<file path="config.mk">
export PLATFORM = sky130hd
export DESIGN_NAME = class_rename_map
export DESIGN_NICKNAME = d
export VERILOG_FILES = /design/src/rtl/crm_pkg.sv /design/src/rtl/crm_free_pool.sv /design/src/rtl/crm_map_table.sv /design/src/rtl/crm_class_slice.sv /design/src/rtl/class_rename_map.sv
export SDC_FILE = /design/constraint.sdc
export NUM_CORES = 1
export LEC_CHECK = 0
export ABC_AREA = 1
export BUFFER_PORTS_ARGS = -buffer_cell sky130_fd_sc_hd__buf_2
export CAP_MARGIN = 20
export CORE_MARGIN = 1
export CORE_UTILIZATION = 50
export CTS_CLUSTER_DIAMETER = 150
export DETAILED_ROUTE_END_ITERATION = 16
export GPL_TIMING_DRIVEN = 0
export HOLD_SLACK_MARGIN = 0.02
export PLACE_DENSITY = 0.7
export SLEW_MARGIN = 15
export SYNTH_ARGS = -nofsm -noshare
export SYNTH_HDL_FRONTEND = slang
export SYNTH_HIERARCHICAL = 1
export SYNTH_SLANG_ARGS = --single-unit
</file>
<file path="constraint.sdc">
create_clock -name clk -period 2.65 [get_ports clk]
set_clock_uncertainty 0.15 [all_clocks]
set_input_delay 0.1325 -clock clk [delete_from_list [all_inputs] [get_ports clk]]
set_output_delay 0.1325 -clock clk [all_outputs]
set_load 0.01 [all_outputs]
</file>
<file path="src/rtl/crm_pkg.sv">
package crm_pkg;
    // Width of the class code carried on every port
    localparam int CLS_W = 3;
    // Classes with a mapping table and a pool (integer, float, condition code)
    localparam int NUM_RENAMED = 3;

    typedef enum logic [CLS_W-1:0] {
        CLS_INT  = 3'd0,
        CLS_FP   = 3'd1,
        CLS_CC   = 3'd2,
        CLS_MISC = 3'd3
    } reg_class_e;

    function automatic int imax(int a, int b);
        return (a > b) ? a : b;
    endfunction
endpackage

</file>
<file path="src/rtl/crm_free_pool.sv">
// Free physical register pool for one class, kept as a circular FIFO.
// Assumes pops only when not empty and pushes only of registers that
// were handed out earlier, so the pool never overflows.
module crm_free_pool #(
    parameter int DEPTH = 8,
    parameter int FIRST = 8,
    parameter int PW    = 4
) (
    input  logic          clk,
    input  logic          rst_n,
    input  logic          push,
    input  logic [PW-1:0] push_val,
    input  logic          pop,
    output logic [PW-1:0] head,
    output logic          empty,
    output logic          full
);
    localparam int IW = (DEPTH > 1) ? $clog2(DEPTH) : 1;
    localparam int CW = $clog2(DEPTH + 1);

    logic [PW-1:0] slots [DEPTH];
    logic [IW-1:0] rd_ptr;
    logic [IW-1:0] wr_ptr;
    logic [CW-1:0] count;
    logic          do_pop;
    logic          do_push;

    function automatic logic [IW-1:0] bump(logic [IW-1:0] p);
        return (p == IW'(DEPTH - 1)) ? '0 : p + 1'b1;
    endfunction

    assign empty   = (count == '0);
    assign full    = (count == CW'(DEPTH));
    assign do_pop  = pop && !empty;
    assign do_push = push && (!full || do_pop);
    assign head    = slots[rd_ptr];

    // Pool storage, pointers and occupancy; reset fills ARCH..PHYS-1 ascending
    always_ff @(posedge clk) begin
        if (!rst_n) begin
            for (int i = 0; i < DEPTH; i++) slots[i] <= PW'(FIRST + i);
            rd_ptr <= '0;
            wr_ptr <= '0;
            count  <= CW'(DEPTH);
        end else begin
            if (do_push) begin
                slots[wr_ptr] <= push_val;
                wr_ptr        <= bump(wr_ptr);
            end
            if (do_pop) rd_ptr <= bump(rd_ptr);
            count <= count + CW'(do_push) - CW'(do_pop);
        end
    end

    assert_pop_has_entry_R10: assert property (@(posedge clk) disable iff (!rst_n)
        pop |-> !empty);
    assert_no_overflow_R13: assert property (@(posedge clk) disable iff (!rst_n)
        push |-> (!full || pop));
    assert_last_pop_empties_R3: assert property (@(posedge clk) disable iff (!rst_n)
        (pop && !push && count == CW'(1)) |=> empty);
endmodule

</file>
<file path="src/rtl/crm_map_table.sv">
// Architectural-to-physical mapping table for one renamable class.
// One write port, two combinational read ports. If HAS_ZERO is set,
// entry ZERO_IDX is hardwired and ignores writes.
module crm_map_table #(
    parameter int ARCH     = 8,
    parameter int AW       = 3,
    parameter int PW       = 4,
    parameter int HAS_ZERO = 1,
    parameter int ZERO_IDX = 0
) (
    input  logic          clk,
    input  logic          rst_n,
    input  logic [AW-1:0] rd_a_idx,
    output logic [PW-1:0] rd_a,
    input  logic [AW-1:0] rd_b_idx,
    output logic [PW-1:0] rd_b,
    input  logic          we,
    input  logic [AW-1:0] wr_idx,
    input  logic [PW-1:0] wr_val
);
    localparam int TW = (ARCH > 1) ? $clog2(ARCH) : 1;

    logic [PW-1:0] entries [ARCH];
    logic          wr_ok;

    assign rd_a  = (int'(rd_a_idx) < ARCH) ? entries[rd_a_idx[TW-1:0]] : '0;
    assign rd_b  = (int'(rd_b_idx) < ARCH) ? entries[rd_b_idx[TW-1:0]] : '0;
    assign wr_ok = we && (int'(wr_idx) < ARCH)
                   && !((HAS_ZERO != 0) && (int'(wr_idx) == ZERO_IDX));

    // Identity mapping on reset, single-entry update otherwise
    always_ff @(posedge clk) begin
        if (!rst_n) begin
            for (int i = 0; i < ARCH; i++) entries[i] <= PW'(i);
        end else if (wr_ok) begin
            entries[wr_idx[TW-1:0]] <= wr_val;
        end
    end

    assert_write_lands_R9: assert property (@(posedge clk) disable iff (!rst_n)
        wr_ok |=> (rd_b_idx != $past(wr_idx)) || (rd_b == $past(wr_val)));

    if (HAS_ZERO != 0) begin : g_zero
        assert_zero_kept_R4: assert property (@(posedge clk) disable iff (!rst_n)
            (we && int'(wr_idx) == ZERO_IDX) |=> $stable(entries[ZERO_IDX]));
    end
endmodule

</file>
<file path="src/rtl/crm_class_slice.sv">
// One renamable class: its mapping table plus its free pool.
// Assumes the top raises ren_fire only when the rename is accepted
// (no set-entry this cycle, pool entry available when needed).
module crm_class_slice #(
    parameter int ARCH     = 8,
    parameter int PHYS     = 16,
    parameter int HAS_ZERO = 1,
    parameter int ZERO_IDX = 0,
    parameter int AW       = 3,
    parameter int PW       = 4
) (
    input  logic          clk,
    input  logic          rst_n,
    input  logic [AW-1:0] ren_idx,
    input  logic          ren_fire,
    output logic          ren_need,
    output logic [PW-1:0] ren_new,
    output logic [PW-1:0] ren_old,
    output logic          pool_empty,
    input  logic [AW-1:0] lk_idx,
    output logic [PW-1:0] lk_map,
    input  logic          set_we,
    input  logic [AW-1:0] set_idx,
    input  logic [PW-1:0] set_val,
    input  logic          free_push,
    input  logic [PW-1:0] free_val
);
    logic [PW-1:0] pool_head;
    logic          pool_full;
    logic          pop;
    logic          tbl_we;
    logic [AW-1:0] tbl_idx;
    logic [PW-1:0] tbl_val;

    // A hardwired zero register needs no fresh physical register
    assign ren_need = !((HAS_ZERO != 0) && (int'(ren_idx) == ZERO_IDX));
    assign ren_new  = ren_need ? pool_head : PW'(ZERO_IDX);
    assign pop      = ren_fire && ren_need && !set_we;

    // Set-entry has the write port ahead of a rename
    always_comb begin
        tbl_we  = set_we || pop;
        tbl_idx = set_we ? set_idx : ren_idx;
        tbl_val = set_we ? set_val : pool_head;
    end

    crm_map_table #(
        .ARCH(ARCH), .AW(AW), .PW(PW), .HAS_ZERO(HAS_ZERO), .ZERO_IDX(ZERO_IDX)
    ) u_table (
        .clk(clk), .rst_n(rst_n),
        .rd_a_idx(ren_idx), .rd_a(ren_old),
        .rd_b_idx(lk_idx), .rd_b(lk_map),
        .we(tbl_we), .wr_idx(tbl_idx), .wr_val(tbl_val)
    );

    crm_free_pool #(
        .DEPTH(PHYS - ARCH), .FIRST(ARCH), .PW(PW)
    ) u_pool (
        .clk(clk), .rst_n(rst_n),
        .push(free_push), .push_val(free_val),
        .pop(pop), .head(pool_head), .empty(pool_empty), .full(pool_full)
    );

    assert_fire_has_reg_R10: assert property (@(posedge clk) disable iff (!rst_n)
        (ren_fire && ren_need) |-> !pool_empty);
    assert_one_writer_R11: assert property (@(posedge clk) disable iff (!rst_n)
        !(set_we && ren_fire));
    assert_zero_echo_R4: assert property (@(posedge clk) disable iff (!rst_n)
        (ren_fire && !ren_need) |-> (ren_new == ren_old));
endmodule

</file>
<file path="src/rtl/class_rename_map.sv">
// Multi-class rename map. Decodes the class on each port, routes it to
// the integer, float or condition-code slice, and serves the
// miscellaneous class as a fixed identity map. Assumes releases only
// return registers earlier given out as old mappings.
module class_rename_map
    import crm_pkg::*;
#(
    parameter int INT_ARCH  = 8,
    parameter int INT_PHYS  = 16,
    parameter int INT_ZERO  = 0,
    parameter int FP_ARCH   = 8,
    parameter int FP_PHYS   = 12,
    parameter int FP_ZERO   = 7,
    parameter int CC_ARCH   = 4,
    parameter int CC_PHYS   = 6,
    parameter int MISC_ARCH = 4,
    localparam int AW = $clog2(imax(imax(INT_ARCH, FP_ARCH), imax(CC_ARCH, MISC_ARCH))),
    localparam int PW = $clog2(imax(imax(INT_PHYS, FP_PHYS), imax(CC_PHYS, MISC_ARCH)))
) (
    input  logic             clk,
    input  logic             rst_n,
    input  logic             ren_valid,
    input  logic [CLS_W-1:0] ren_class,
    input  logic [AW-1:0]    ren_idx,
    output logic             ren_ready,
    output logic [PW-1:0]    ren_new_phys,
    output logic [PW-1:0]    ren_old_phys,
    output logic             ren_err,
    input  logic [CLS_W-1:0] lk_class,
    input  logic [AW-1:0]    lk_idx,
    output logic [PW-1:0]    lk_phys,
    output logic             lk_err,
    input  logic             set_valid,
    input  logic [CLS_W-1:0] set_class,
    input  logic [AW-1:0]    set_idx,
    input  logic [PW-1:0]    set_phys,
    output logic             set_err,
    input  logic             free_valid,
    input  logic [CLS_W-1:0] free_class,
    input  logic [PW-1:0]    free_phys
);
    // Architectural count of a class; zero for an unknown code
    function automatic int arch_of(logic [CLS_W-1:0] c);
        case (c)
            CLS_INT:  return INT_ARCH;
            CLS_FP:   return FP_ARCH;
            CLS_CC:   return CC_ARCH;
            CLS_MISC: return MISC_ARCH;
            default:  return 0;
        endcase
    endfunction

    logic [PW-1:0]          sl_new [NUM_RENAMED];
    logic [PW-1:0]          sl_old [NUM_RENAMED];
    logic [PW-1:0]          sl_lk  [NUM_RENAMED];
    logic [NUM_RENAMED-1:0] sl_need;
    logic [NUM_RENAMED-1:0] sl_empty;
    logic [NUM_RENAMED-1:0] set_we;
    logic [NUM_RENAMED-1:0] free_push;

    logic          ren_addr_ok, lk_addr_ok, set_addr_ok;
    logic          ren_renamable, ren_is_misc, ren_stall, ren_fire;
    logic          sel_need, sel_empty;
    logic [PW-1:0] sel_new, sel_old, sel_lk;

    assign ren_addr_ok   = int'(ren_idx) < arch_of(ren_class);
    assign lk_addr_ok    = int'(lk_idx)  < arch_of(lk_class);
    assign set_addr_ok   = int'(set_idx) < arch_of(set_class);
    assign ren_renamable = int'(ren_class) < NUM_RENAMED;
    assign ren_is_misc   = (ren_class == CLS_MISC);

    // Pick the slice outputs addressed by the rename and lookup classes
    always_comb begin
        sel_new   = '0;
        sel_old   = '0;
        sel_lk    = '0;
        sel_need  = 1'b0;
        sel_empty = 1'b0;
        for (int g = 0; g < NUM_RENAMED; g++) begin
            if (int'(ren_class) == g) begin
                sel_new   = sl_new[g];
                sel_old   = sl_old[g];
                sel_need  = sl_need[g];
                sel_empty = sl_empty[g];
            end
            if (int'(lk_class) == g) sel_lk = sl_lk[g];
        end
    end

    // Rename acceptance: valid address, no set-entry, register available
    always_comb begin
        ren_err   = ren_valid && !ren_addr_ok;
        ren_stall = ren_renamable && sel_need && sel_empty;
        ren_ready = ren_valid && ren_addr_ok && !set_valid && !ren_stall;
        ren_fire  = ren_ready && ren_renamable;
        if (ren_renamable) begin
            ren_new_phys = sel_new;
            ren_old_phys = sel_old;
        end else if (ren_is_misc) begin
            ren_new_phys = PW'(ren_idx);
            ren_old_phys = PW'(ren_idx);
        end else begin
            ren_new_phys = '0;
            ren_old_phys = '0;
        end
    end

    // Lookup result and error
    always_comb begin
        lk_err = !lk_addr_ok;
        if (int'(lk_class) < NUM_RENAMED) lk_phys = sel_lk;
        else if (lk_class == CLS_MISC)    lk_phys = PW'(lk_idx);
        else                              lk_phys = '0;
    end

    // Set-entry error: bad address or a miscellaneous value that disagrees
    assign set_err = set_valid && (!set_addr_ok
                     || ((set_class == CLS_MISC) && (set_phys != PW'(set_idx))));

    for (genvar g = 0; g < NUM_RENAMED; g++) begin : g_cls
        localparam int G_ARCH = (g == 0) ? INT_ARCH : (g == 1) ? FP_ARCH : CC_ARCH;
        localparam int G_PHYS = (g == 0) ? INT_PHYS : (g == 1) ? FP_PHYS : CC_PHYS;
        localparam int G_HASZ = (g == 2) ? 0 : 1;
        localparam int G_ZIDX = (g == 0) ? INT_ZERO : (g == 1) ? FP_ZERO : 0;

        assign set_we[g]    = set_valid && set_addr_ok && (int'(set_class) == g);
        assign free_push[g] = free_valid && (int'(free_class) == g);

        crm_class_slice #(
            .ARCH(G_ARCH), .PHYS(G_PHYS), .HAS_ZERO(G_HASZ), .ZERO_IDX(G_ZIDX),
            .AW(AW), .PW(PW)
        ) u_slice (
            .clk(clk), .rst_n(rst_n),
            .ren_idx(ren_idx),
            .ren_fire(ren_fire && (int'(ren_class) == g)),
            .ren_need(sl_need[g]),
            .ren_new(sl_new[g]),
            .ren_old(sl_old[g]),
            .pool_empty(sl_empty[g]),
            .lk_idx(lk_idx),
            .lk_map(sl_lk[g]),
            .set_we(set_we[g]),
            .set_idx(set_idx),
            .set_val(set_phys),
            .free_push(free_push[g]),
            .free_val(free_phys)
        );
    end

    assert_set_wins_R11: assert property (@(posedge clk) disable iff (!rst_n)
        set_valid |-> !ren_ready);
    assert_unknown_flagged_R6: assert property (@(posedge clk) disable iff (!rst_n)
        (ren_valid && int'(ren_class) > 3) |-> (ren_err && !ren_ready));
    assert_stall_holds_R10: assert property (@(posedge clk) disable iff (!rst_n)
        (ren_valid && ren_renamable && sel_need && sel_empty) |-> !ren_ready);
    assert_misc_identity_R7: assert property (@(posedge clk) disable iff (!rst_n)
        (ren_ready && ren_is_misc) |-> (ren_new_phys == ren_old_phys));
    assert_lookup_steady_R12: assert property (@(posedge clk) disable iff (!rst_n)
        ($stable(lk_class) && $stable(lk_idx) && !$past(ren_fire) && !$past(|set_we))
        |-> $stable(lk_phys));
endmodule

</file>
==> results of run 1 <==
through the flow:
stage                     power (mW)  utilization (%)  instance area (µm²)
final                           5.83             59.7                11700
after global routing            6.05             59.6                11700
after CTS                       5.85             58.4                11400
after detailed placement        3.59             54.5                10700
after global placement          3.58             54.5                10700
after floorplan                 3.36                -                10100
layer usage:
metal | GRT usage (%) | vias to the layer above
met4 | 11.4 | 0
met2 | 43.8 | 317
li1 | - | 4415
met5 | 0 | -
met1 | 30.9 | 3948
met3 | 3.93 | 56
sequential cells by signal (all words and copies together) (netlist names), named ones only:
| signal | flops |
|---|---|
| g_cls.u_slice/u_pool/count | 9 |
| g_cls.u_slice/u_pool/rd_ptr | 6 |
| g_cls.u_slice/u_pool/slots | 56 |
| g_cls.u_slice/u_pool/wr_ptr | 6 |
| g_cls.u_slice/u_table/entries | 80 |
worst paths after layout:
kind         slack, ns                                end  depth (start not counted)                              start
max              -0.11   g_cls[1].u_slice/u_pool/count[1]                         19   g_cls[0].u_slice/u_pool/count[3]
min               0.03  g_cls[1].u_slice/u_pool/wr_ptr[0]                          5                      free_class[1]
max reg2reg      -0.11   g_cls[1].u_slice/u_pool/count[1]                         19   g_cls[0].u_slice/u_pool/count[3]
min reg2reg       0.37  g_cls[1].u_slice/u_pool/wr_ptr[0]                          2  g_cls[1].u_slice/u_pool/wr_ptr[0]
layout make-up:
| type | instances | area [µm²] | share of cell area, % |
|---|---|---|---|
| sequential | 163 | 4640 | 39.7 |
| buffer | 36 | 297 | 2.54 |
| clock buffer | 18 | 439 | 3.76 |
| inverter | 224 | 853 | 7.30 |
| tap | 265 | 332 | 2.84 |
| timing repair buffer | 74 | 459 | 3.93 |
| clock inverter | 14 | 104 | 0.889 |
| antenna | 2 | 5.00 | 0.0428 |
| multi-input combinational | 910 | 4560 | 39.0 |
worst register-to-register path, delay by kind of cell, from the launching register on:
family                   cells  cell delay [ns]
AND/OR/NAND/NOR             11             0.92
adder cells (fa/ha/maj)      3             0.86
XOR/XNOR                     1             0.20
buffers and inverters        4             0.19
flip-flops                   1             0.33
what timing repair did:
item / 4_1_cts / 5_1_grt
gates resized for setup: 30 / 50
buffers inserted: 12 / 13
hold endpoints to repair: 22 / 0
hold buffers: 5 / 0
gates cloned: 0 / 0
pin swaps: 13 / 24
endpoints found under the setup margin: 25 / 96
report_power, final:
group          switching (mW)  internal, mW
clock                    1.01          1.23
combinational           0.510         0.236
sequential             0.0216          2.82
total                    1.54          4.29
==> results list, run 1 <==
* Setup_tns: -0.212 ns
* Max-cap violations: 0
* Width of the chip: 144 µm
- Maximum number of pins on one net before global-route repair: 22
- From bottom edge to top edge, the die measures 144 µm.
- Antenna violations before repair: 2
- Post-Layout Cell Count: 1706
* Final max-slew violation count: 0
- Max-Slew Margin vs Limit: 43.7%
- Clock-pin slew was measured on the worst setup and hold paths at 0.06 ns.
- Wire length of the first global-routing pass: 39.8 mm
- Number of fill cells in the layout: 1821
* Kind of cell adding the most delay to the critical path: simple AND/OR/NAND/NOR gates
* Number of global-route vias before repair: 8210
- In the routed design, unresolved DRC markers number 0.
* Hold slack: 0.0256 ns
- Yosys Warn Count: 6
- The slowest stage of the critical path belongs to the cell fa_2.
- Violated checks: setup timing
- Run status: finished with violations
* Maximum single-stage delay on the critical path: 0.51 ns
- Worst Path Class, Setup: register to register
- CTS HTree Levels: 4
- The die covers 20700 µm².
- For the worst-skew pair, the clock arrives at the later sink with an insertion delay of 0.43 ns.
- Setup repair after global routing missed its margin: yes
* Setup slack after layout: -0.113 ns
* Leftover overflow at the end of global routing: 0
- The core region is 19600 µm².
- Ratio of cells with drive above 1 in the final layout: 17.9%
- The root buffer cell chosen for the clock tree is clkbuf_16.
- Min-Delay Path Class: input pin to register
* I/O Pins: 50
- Maximum net fanout on the critical path: 3
- CP Launch Type: register
- Top routing layer in use: met4
* Wire length per cell after detailed routing: 14.6 µm
- In this run the power density over the cells is 499 nW/µm².
* Upper clock frequency limit: 0.362 GHz
* Tot GR Track Use: 25.3%
- In the layout the commonest cells are nand2_1, inv_1, nor2_1, edfxtp_1, nand3_1.
* Post-Syn Area: 10100 µm²
- Synthesis handed over a netlist of 1328 instances.
- The final layout contains routed wiring with a total length of 24.9 mm.
- Area overhead of the layout relative to synthesis: 16.0%
* Total number of vias: 8736
- Dpl cells: 1646
- Port-buffer cells: 48
- Once detail routing completed, the nets flagged for antenna violations numbered 0.
- Cell mode on critical path: inv_2
- Critical path buffers and inverters: 4
- Leakage power of the design: 5.47 nW
* Hold violation count in the final report: 0
- The HPWL after detailed placement is 19.0 mm.
- Initial standard-cell utilization of the core: 51.4%
* Clock buffer depth: 2
- Post-Place Worst Slack: -0.575 ns
- Part of the cycle the worst path needs: 104%
- Cell row count: 51
- For the pin with the worst max-slew slack, the measured transition is 0.842 ns.
- Detailed route wirelength on metal2: 12.2 mm
* Gp weighted congestion: 0.934
- Subtracting the final worst setup slack from the clock period gives 2.76 ns.
- The library cell used most frequently in the layout, excluding fill and tap cells, is nand2_1.
- Data on the critical path arrives at its endpoint at 2.94 ns.
* Avg Inst Size Synth: 7.59 µm²
- Peak ir drop on the vdd network: 465 µV
- Critical Path, Cell by Cell: inv_2, ha_4, nand2_4, inv_2, nand3_2, nand2_2, nand2_2, nand3_4, nor2_4, nand2_2, nor2_4, inv_2, nand3_4, nand2_4, xor2_1, ha_2, inv_2, fa_2, nor2_1
* Endpoint kind of the worst setup timing path: register
- The routed design uses 1.48 mm of met3 wire.
- In the routed layout, each cell is associated on average with a via count of 5.12.
- Length of routed wiring on met1: 10.4 mm
- Required time of the critical path: 2.83 ns
* Violation count after the first detailed-routing iteration: 613
- # nets final: 1475
- Setup violations remaining at the end of the flow were counted as 4.
* Number of detailed-route iterations in the first pass: 5
- CTS tree: built
- Buffers inserted during clock tree synthesis total 17.
* Sinks on the clock net: 163
Power figures use the tool's default switching activity.
==> run 2, diff against run 1 <==
--- a/config.mk
+++ b/config.mk
@@ -14,7 +14,7 @@
 export DETAILED_ROUTE_END_ITERATION = 16
 export GPL_TIMING_DRIVEN = 0
 export HOLD_SLACK_MARGIN = 0.02
-export PLACE_DENSITY = 0.7
+export PLACE_DENSITY = 0.67
 export SLEW_MARGIN = 15
 export SYNTH_ARGS = -nofsm -noshare
 export SYNTH_HDL_FRONTEND = slang
==> constraint.sdc (replaced) <==
create_clock -name clk -period 3 [get_ports clk]
set_clock_uncertainty 0.15 [all_clocks]
set_input_delay 0.15 -clock clk [delete_from_list [all_inputs] [get_ports clk]]
set_output_delay 0.15 -clock clk [all_outputs]
set_load 0.01 [all_outputs]
==> run 2 against run 1 <==
Against the previous run: the flow now finishes without violations; sequential power down 12%; first-iteration DRC count decreased by 10%; critical path depth unchanged; largest power group unchanged.
==> results list, run 2 (same netlist as run 1, synthesis figures left out) <==
- The mean number of vias per cell was 5.14 (+0.38%).
* Width of the chip: 144 µm (unchanged)
- Transition time of the tightest slew-check pin: 0.842 ns (+0.0000221 ns)
- The via count of the first global-routing pass is 7977 (-2.8%).
- Max-cap violations: 0 (unchanged)
- Cell mode on critical path: nand2_2
- The maximum VDD drop was 419 µV (-9.9%).
- TritonCTS built the clock tree.
- CTS clk-pin slew, worst paths: 0.06 ns (about the same)
- The pin count of the biggest net entering global routing came to 22 (unchanged).
* Number of instances on the worst hold path: 5 (unchanged)
- The hold violation total from the final report is 0 (unchanged).
- DRC violations left: 0 (unchanged)
- Clock buffer depth: 2 (unchanged)
- Wire length per cell after detailed routing: 14.8 µm (+1.1%)
- Most frequent standard cell in the layout excluding fill and tap cells: nand2_1
* Critical path arrival: 3.09 ns (+0.15 ns)
- In the final layout, the registers with the most flip-flops are g_cls.u_slice/u_table/entries: 80 flops, g_cls.u_slice/u_pool/slots: 56 flops, g_cls.u_slice/u_pool/count: 9 flops.
* I/O Pins: 50 (unchanged)
- Number of flip-flops under the largest register name: 80 (unchanged)
* Antenna violations before repair: 2 (unchanged)
- CP Launch Type: register
- Maximum single-stage delay on the critical path: 0.53 ns (+0.02 ns)
- Hpwl dp: 19.0 mm (about the same)
- Max-Slew Margin vs Limit: 43.7% (about the same)
- The standby leakage power is 5.36 nW (-2.0%).
- Number of detailed-route iterations in the first pass: 5 (unchanged)
* Worst r2r dst: g_cls[1].u_slice/u_pool/count[1]
- The run finished with clean final reports.
- Setup_tns: 0 ns (+0.212 ns)
- Core outline area: 19600 µm² (unchanged)
- In the layout the commonest cells are nand2_1, inv_1, nor2_1.
- Leftover overflow at the end of global routing: 0 (unchanged)
- The final critical path time including I/O delays and setup came to 2.91 ns (+0.149 ns).
* Worst R2R Start: g_cls[0].u_slice/u_pool/count[2]
- Initial standard-cell utilization of the core: 51.4% (unchanged)
- Endpoint kind of the worst setup timing path: register
* Diodes inserted: 0 (-2)
- Tot GR Track Use: 25.1% (-0.19 points)
* Dpl cells: 1646 (unchanged)
- Die Y: 144 µm (unchanged)
* Insertion delay of the later-clocked pin in the worst-skew pair: 0.43 ns (about the same)
- The post-route non-filler standard cell count came to 1690 (-0.94%).
* Total number of vias: 8687 (-0.56%)
- Wire length of the first global-routing pass: 39.5 mm (-0.83%)
- Worst Path Class, Setup: register to register
- Final max-slew violation count: 0 (unchanged)
* R2R Setup Slk: 0.09 ns (+0.20 ns)
- # nets final: 1461 (-0.95%)
* Slowest stage cell on the critical path: fa_2
- Upper clock frequency limit: 0.343 GHz (-5.1%)
- The number of levels in the clock H-tree is 4 (unchanged).
- Maximum net fanout on the critical path: 4 (+1)
- Number of nets with antenna violations after routing: 0 (unchanged)
- Area overhead of the layout relative to synthesis: 12.8%
- Violation count after the first detailed-routing iteration: 549 (-10%)
- Worst r2r path cells: 19 (unchanged)
- The number of clock sinks was 163 (unchanged).
- Min-Delay Path Class: input pin to register
- The register with the most flip-flops in the final layout is g_cls.u_slice/u_table/entries.
- Ratio of cells with drive above 1 in the final layout: 14.4% (-3.5 points)
- The critical path goes through inv_2, ha_2, nand2_2, inv_1, nand3_2, nand2_2, nand2_2, nand3_4, nor2_2, nand2_2, nor2_4, inv_1, nand3_2, nand2_2, xor2_1, ha_2, inv_1, fa_2, nor2_1.
- Grouping stages by cell kind, the critical path spends the most delay in simple AND/OR/NAND/NOR gates.
- Gp weighted congestion: 0.895 (-4.1%)
- The number of fillers in the final layout was 1826 (+0.27%).
- The combined buffer and inverter count along the critical path came to 4 (unchanged).
- The worst hold path terminates at g_cls[0].u_slice/u_pool/wr_ptr[0].
- The number of I/O port buffers was 48 (unchanged).
- Required time of the critical path: 3.18 ns (+0.35 ns)
* Clock buffer count from CTS: 17 (unchanged)
- Die Area: 20700 µm² (unchanged)
* Power per Cell Area: 453 nW/µm² (-9.2%)
- The worst hold path begins at free_class[1].
* Part of the cycle the worst path needs: 97.0% (-7.2 points)
* Root Buffer: clkbuf_16
* Cell row count: 51 (unchanged)
- The final setup violation count is 0 (-4).
* Final wirelength: 24.9 mm (+0.18%)
[run 2: final cells by class]
| type | count | area (µm²) | share of cell area [%] |
|---|---|---|---|
| Inverter | 224 | 848 | 7.47 |
| Buffer | 36 | 294 | 2.59 |
| Multi-Input combinational cell | 910 | 4370 | 38.5 |
| Clock inverter | 8 | 51.3 | 0.452 |
| Tap cell | 265 | 332 | 2.92 |
| Sequential cell | 163 | 4630 | 40.7 |
| Timing Repair Buffer | 60 | 343 | 3.02 |
| Clock buffer | 24 | 493 | 4.34 |
[run 2: power by group]
group	internal (mW)	leakage [nW]	total, mW	switching [mW]
Clock	1.15	0.266	2.00	0.851
Sequential	2.50	1.42	2.52	0.0191
Combinational	0.195	3.67	0.630	0.435
[run 2: how the worst max path moves through the flow]
| stage | startpoint | endpoint | slack, ns | cells after the start |
|---|---|---|---|---|
| after floorplan | g_cls[0].u_slice/u_pool/count[2] | g_cls[0].u_slice/u_pool/count[2] | 0.31 | 19 |
| after global placement | ren_idx[2] | g_cls[0].u_slice/u_pool/count[2] | -0.17 | 17 |
| final | g_cls[0].u_slice/u_pool/count[2] | g_cls[1].u_slice/u_pool/count[1] | 0.09 | 19 |
| after detailed placement | ren_idx[2] | g_cls[0].u_slice/u_pool/count[2] | -0.22 | 17 |
| after CTS | g_cls[0].u_slice/u_pool/count[2] | g_cls[0].u_slice/u_pool/count[2] | 0.02 | 19 |
| after global routing | g_cls[0].u_slice/u_pool/count[2] | g_cls[1].u_slice/u_pool/count[1] | -0.02 | 19 |
[run 2: through the flow]
step / utilization [%] / hold slack (ns) / cell area, µm² / power [mW] / setup slack (ns)
6_report: 58.0 / 0.0775 / 11400 / 5.14 / 0.0886
3_5_place_dp: 54.4 / 0.361 / 10700 / 3.17 / -0.216
3_3_place_gp: 54.4 / 0.349 / 10700 / 3.17 / -0.171
4_1_cts: 57.6 / 0.0863 / 11300 / 5.17 / 0.0177
5_1_grt: 58.0 / 0.114 / 11400 / 5.33 / -0.0239
2_1_floorplan: - / 0.184 / 10100 / 2.97 / 0.307
[run 2: what timing repair did]
action | CTS | global route
endpoints found under the hold margin | 19 | 0
hold buffers | 5 | 0
pin swaps | 1 | 10
gates resized for setup | 4 | 11
buffers inserted | 1 | 6
setup endpoints to repair | 16 | 16
[run 2: tightest hold or removal path: stages]
cell and delay [ns]:
buf_2 0.09, nor3_1 0.11, nand2_8 0.13, nor2_1 0.05, nor2_1 0.09
[run 2: layer usage]
metal | GRT usage [%] | vias up | part of all wire (%)
met5 | 0 | - | 0.11
met4 | 9.91 | 4 | 2.7
met3 | 3.93 | 47 | 6.2
met2 | 41.7 | 309 | 47
met1 | 32.7 | 3931 | 44
li1 | - | 4396 | -
==> run 3, diff against run 2 <==
--- a/config.mk
+++ b/config.mk
@@ -13,7 +13,7 @@
 export CTS_CLUSTER_DIAMETER = 150
 export DETAILED_ROUTE_END_ITERATION = 16
 export GPL_TIMING_DRIVEN = 0
-export HOLD_SLACK_MARGIN = 0.02
+export HOLD_SLACK_MARGIN = 0.08
 export PLACE_DENSITY = 0.67
 export SLEW_MARGIN = 15
 export SYNTH_ARGS = -nofsm -noshare
==> run 3 against run 2 <==
Against the previous run: critical endpoint unchanged; critical path type unchanged; worst setup slack improved by 0.0045 ns; total power about the same; clock power about the same.
==> results list, run 3 (same netlist as run 1, synthesis figures left out) <==
- The number of primary I/O pins was 50 (unchanged).
- Clock period minus worst slack: 2.91 ns (-0.00451 ns)
* Number of instances on the worst hold path: 5 (unchanged)
- The via count of the first global-routing pass was 7980 (+0.038%).
- Root Buffer: clkbuf_16
- Upper clock frequency limit: 0.344 GHz (+0.16%)
* Antenna violations before repair: 2 (unchanged)
- The estimated wirelength of the detail-placed design is 19.0 mm (unchanged).
- Wire length of the first global-routing pass: 39.5 mm (about the same)
- The data required time of the worst path came to 3.18 ns (about the same).
- The fraction of power consumed by sequential logic came to 48.9% (about the same).
* Combinational group share of total power: 12.2% (about the same)
- Number of detailed-route iterations in the first pass: 5 (unchanged)
- The critical path is of the register to register type.
* Number of flip-flops under the largest register name: 80 (unchanged)
* Critical Path, Cell by Cell: inv_2, ha_2, nand2_2, inv_1, nand3_2, nand2_2, nand2_2, nand3_4, nor2_2, nand2_2, nor2_4, inv_1, nand3_2, nand2_2, xor2_1, ha_2, inv_1, fa_2, nor2_1
- Die Area: 20700 µm² (unchanged)
- CTS tree: built
- Sinks on the clock net: 163 (unchanged)
- Peak ir drop on the vdd network: 422 µV (+0.81%)
- Broken down by cell family, the worst path's largest delay share belongs to simple AND/OR/NAND/NOR gates.
- Min-Delay Path Class: input pin to register
- The final antenna-violating net count came to 0 (unchanged).
* Final max-slew violation count: 0 (unchanged)
- Register name with the most flops: g_cls.u_slice/u_table/entries
- Hold violation count in the final report: 0 (unchanged)
- The internal power came to 3.84 mW (about the same).
* Tot GR Track Use: 25.1% (about the same)
* Largest regs: g_cls.u_slice/u_table/entries: 80 flops, g_cls.u_slice/u_pool/slots: 56 flops, g_cls.u_slice/u_pool/count: 9 flops
* # nets final: 1462 (+0.068%)
* Part of the cycle the worst path needs: 96.9% (-0.15 points)
- Port-buffer cells: 48 (unchanged)
- CTS HTree Levels: 4 (unchanged)
- The logic depth of the worst register-to-register path is 19 (unchanged).
- The final core utilization was 58.0% (about the same).
- The combined buffer and inverter count along the critical path came to 4 (unchanged).
- Initial standard-cell utilization of the core: 51.4% (unchanged)
- Power per Cell Area: 452 nW/µm² (-0.14%)
* Insertion delay of the later-clocked pin in the worst-skew pair: 0.43 ns (about the same)
* Die Y: 144 µm (unchanged)
- The sum of overflow across all layers after global routing is 0 (unchanged).
- Run status: completed
* Cell mode on critical path: nand2_2
* Width of the chip: 144 µm (unchanged)
- Worst r2r dst: g_cls[1].u_slice/u_pool/count[1]
- The worst hold path terminates at g_cls[0].u_slice/u_pool/wr_ptr[0].
* Clock buffer depth: 2 (unchanged)
* R2R Setup Slk: 0.09 ns (about the same)
* Total number of vias: 8625 (-0.71%)
- Wire length per cell after detailed routing: 14.8 µm (about the same)
- The slew at the pin closest to its max-slew limit was 0.840 ns (-0.00180 ns).
- Violation count after the first detailed-routing iteration: 548 (-0.18%)
- The routed wire length is 25.0 mm (about the same).
* Part of the total power dissipated in the clock network: 38.8% (about the same)
* P_sw: 1.30 mW (-0.19%)
* Max-cap violations: 0 (unchanged)
- Maximum net fanout on the critical path: 4 (unchanged)
* Ratio of cells with drive above 1 in the final layout: 14.4% (about the same)
- The number of placement rows was 51 (unchanged).
- The arrival time of data at the critical path endpoint was 3.09 ns (about the same).
- DRC violations left: 0 (unchanged)
* Max-Slew Margin vs Limit: 43.9% (+0.12 points)
* Setup Viol. Count Final: 0 (unchanged)
* Maximum number of pins on one net before global-route repair: 22 (unchanged)
- The number of buffers added by the clock tree synthesis step was 17 (unchanged).
* Maximum single-stage delay on the critical path: 0.53 ns (about the same)
- The library cells used most frequently in the layout, excluding fill and tap cells, are nand2_1, inv_1, nor2_1.
- Diodes inserted: 0 (unchanged)
* Leakage power of the design: 5.36 nW (about the same)
- The final sum of negative setup slack was 0 ns (unchanged).
* CP Launch Type: register
- Endpoint kind of the worst setup timing path: register
- The largest individual stage delay along the critical path comes from the cell fa_2.
- The signed area change from the synthesized netlist to the final layout came to 12.9% (about the same).
- Core outline area: 19600 µm² (unchanged)
* Gp weighted congestion: 0.895 (unchanged)
- The switching share of total power came to 25.3% (-0.035 points).
- Worst R2R Start: g_cls[0].u_slice/u_pool/count[2]
- The library cell used most frequently in the layout, excluding fill and tap cells, is nand2_1.
* CTS clk-pin slew, worst paths: 0.06 ns (about the same)
- Vias/cell: 5.10 (-0.77%)
- In this run the most critical hold path is launched from free_class[1].
-- run 3: changes by cell type in the layout (fill, tap and decap cells not counted), sizes merged --
cell,delta
dlygate4sd3,+1
-- run 3: what timing repair did --
item	CTS	global route
pin swaps	1	10
endpoints found under the setup margin	16	17
hold buffers	6	0
cloned	0	0
endpoints found under the hold margin	30	0
setup buffers	1	6
gates resized for setup	4	11
-- run 3: worst max-delay path by stage --
stage	end	slack (ns)	start	cells past startpoint
CTS	g_cls[0].u_slice/u_pool/count[2]	0.02	g_cls[0].u_slice/u_pool/count[2]	19
global placement	g_cls[0].u_slice/u_pool/count[2]	-0.17	ren_idx[2]	17
global route	g_cls[1].u_slice/u_pool/count[1]	-0.02	g_cls[0].u_slice/u_pool/count[2]	19
finish	g_cls[1].u_slice/u_pool/count[1]	0.09	g_cls[0].u_slice/u_pool/count[2]	19
floorplan	g_cls[0].u_slice/u_pool/count[2]	0.31	g_cls[0].u_slice/u_pool/count[2]	19
detailed placement	g_cls[0].u_slice/u_pool/count[2]	-0.22	ren_idx[2]	17
-- run 3: power groups by stage --
stage                     clock [mW]  combinational (mW)  sequential [mW]
after global placement             0               0.605             2.56
after global routing            2.12               0.697             2.52
after floorplan                    0               0.416             2.56
after CTS                       2.04               0.621             2.51
after detailed placement           0               0.610             2.56
final                           2.00               0.630             2.52
-- run 3: stage by stage --
step	power [mW]	instance area (µm²)	hold slack [ns]	instances	worst slack (ns)
final	5.14	11400	0.0766	1691	0.0931
after detailed placement	3.17	10700	0.361	1646	-0.216
after global routing	5.33	11400	0.114	1691	-0.0239
after global placement	3.17	10700	0.349	1646	-0.171
after floorplan	2.97	10100	0.184	1333	0.307
after CTS	5.17	11300	0.0863	1685	0.0177
-- run 3: layout make-up --
type / instances / area, µm²
Fill cell: 1825 / 8220
Sequential cell: 163 / 4630
Multi-Input combinational cell: 910 / 4370
Inverter: 224 / 848
Clock buffer: 24 / 493
Timing Repair Buffer: 61 / 353
Tap cell: 265 / 332
Buffer: 36 / 294
Clock inverter: 8 / 51.3
-- run 3: tightest hold or removal path: cells and delay by family --
family	cells	cell delay [ns]
AND/OR/NAND/NOR	4	0.38
buffers and inverters	1	0.09
-- run 3: routing by layer --
layer / up-vias / part of all wire [%] / track usage (%) / wire [µm]
met5: - / 0.096 / 0 / 24
met4: 4 / 2.7 / 9.91 / 684
met3: 48 / 5.2 / 3.93 / 1300
met2: 272 / 47 / 41.7 / 11800
met1: 3900 / 45 / 32.7 / 11200
li1: 4401 / - / - / -
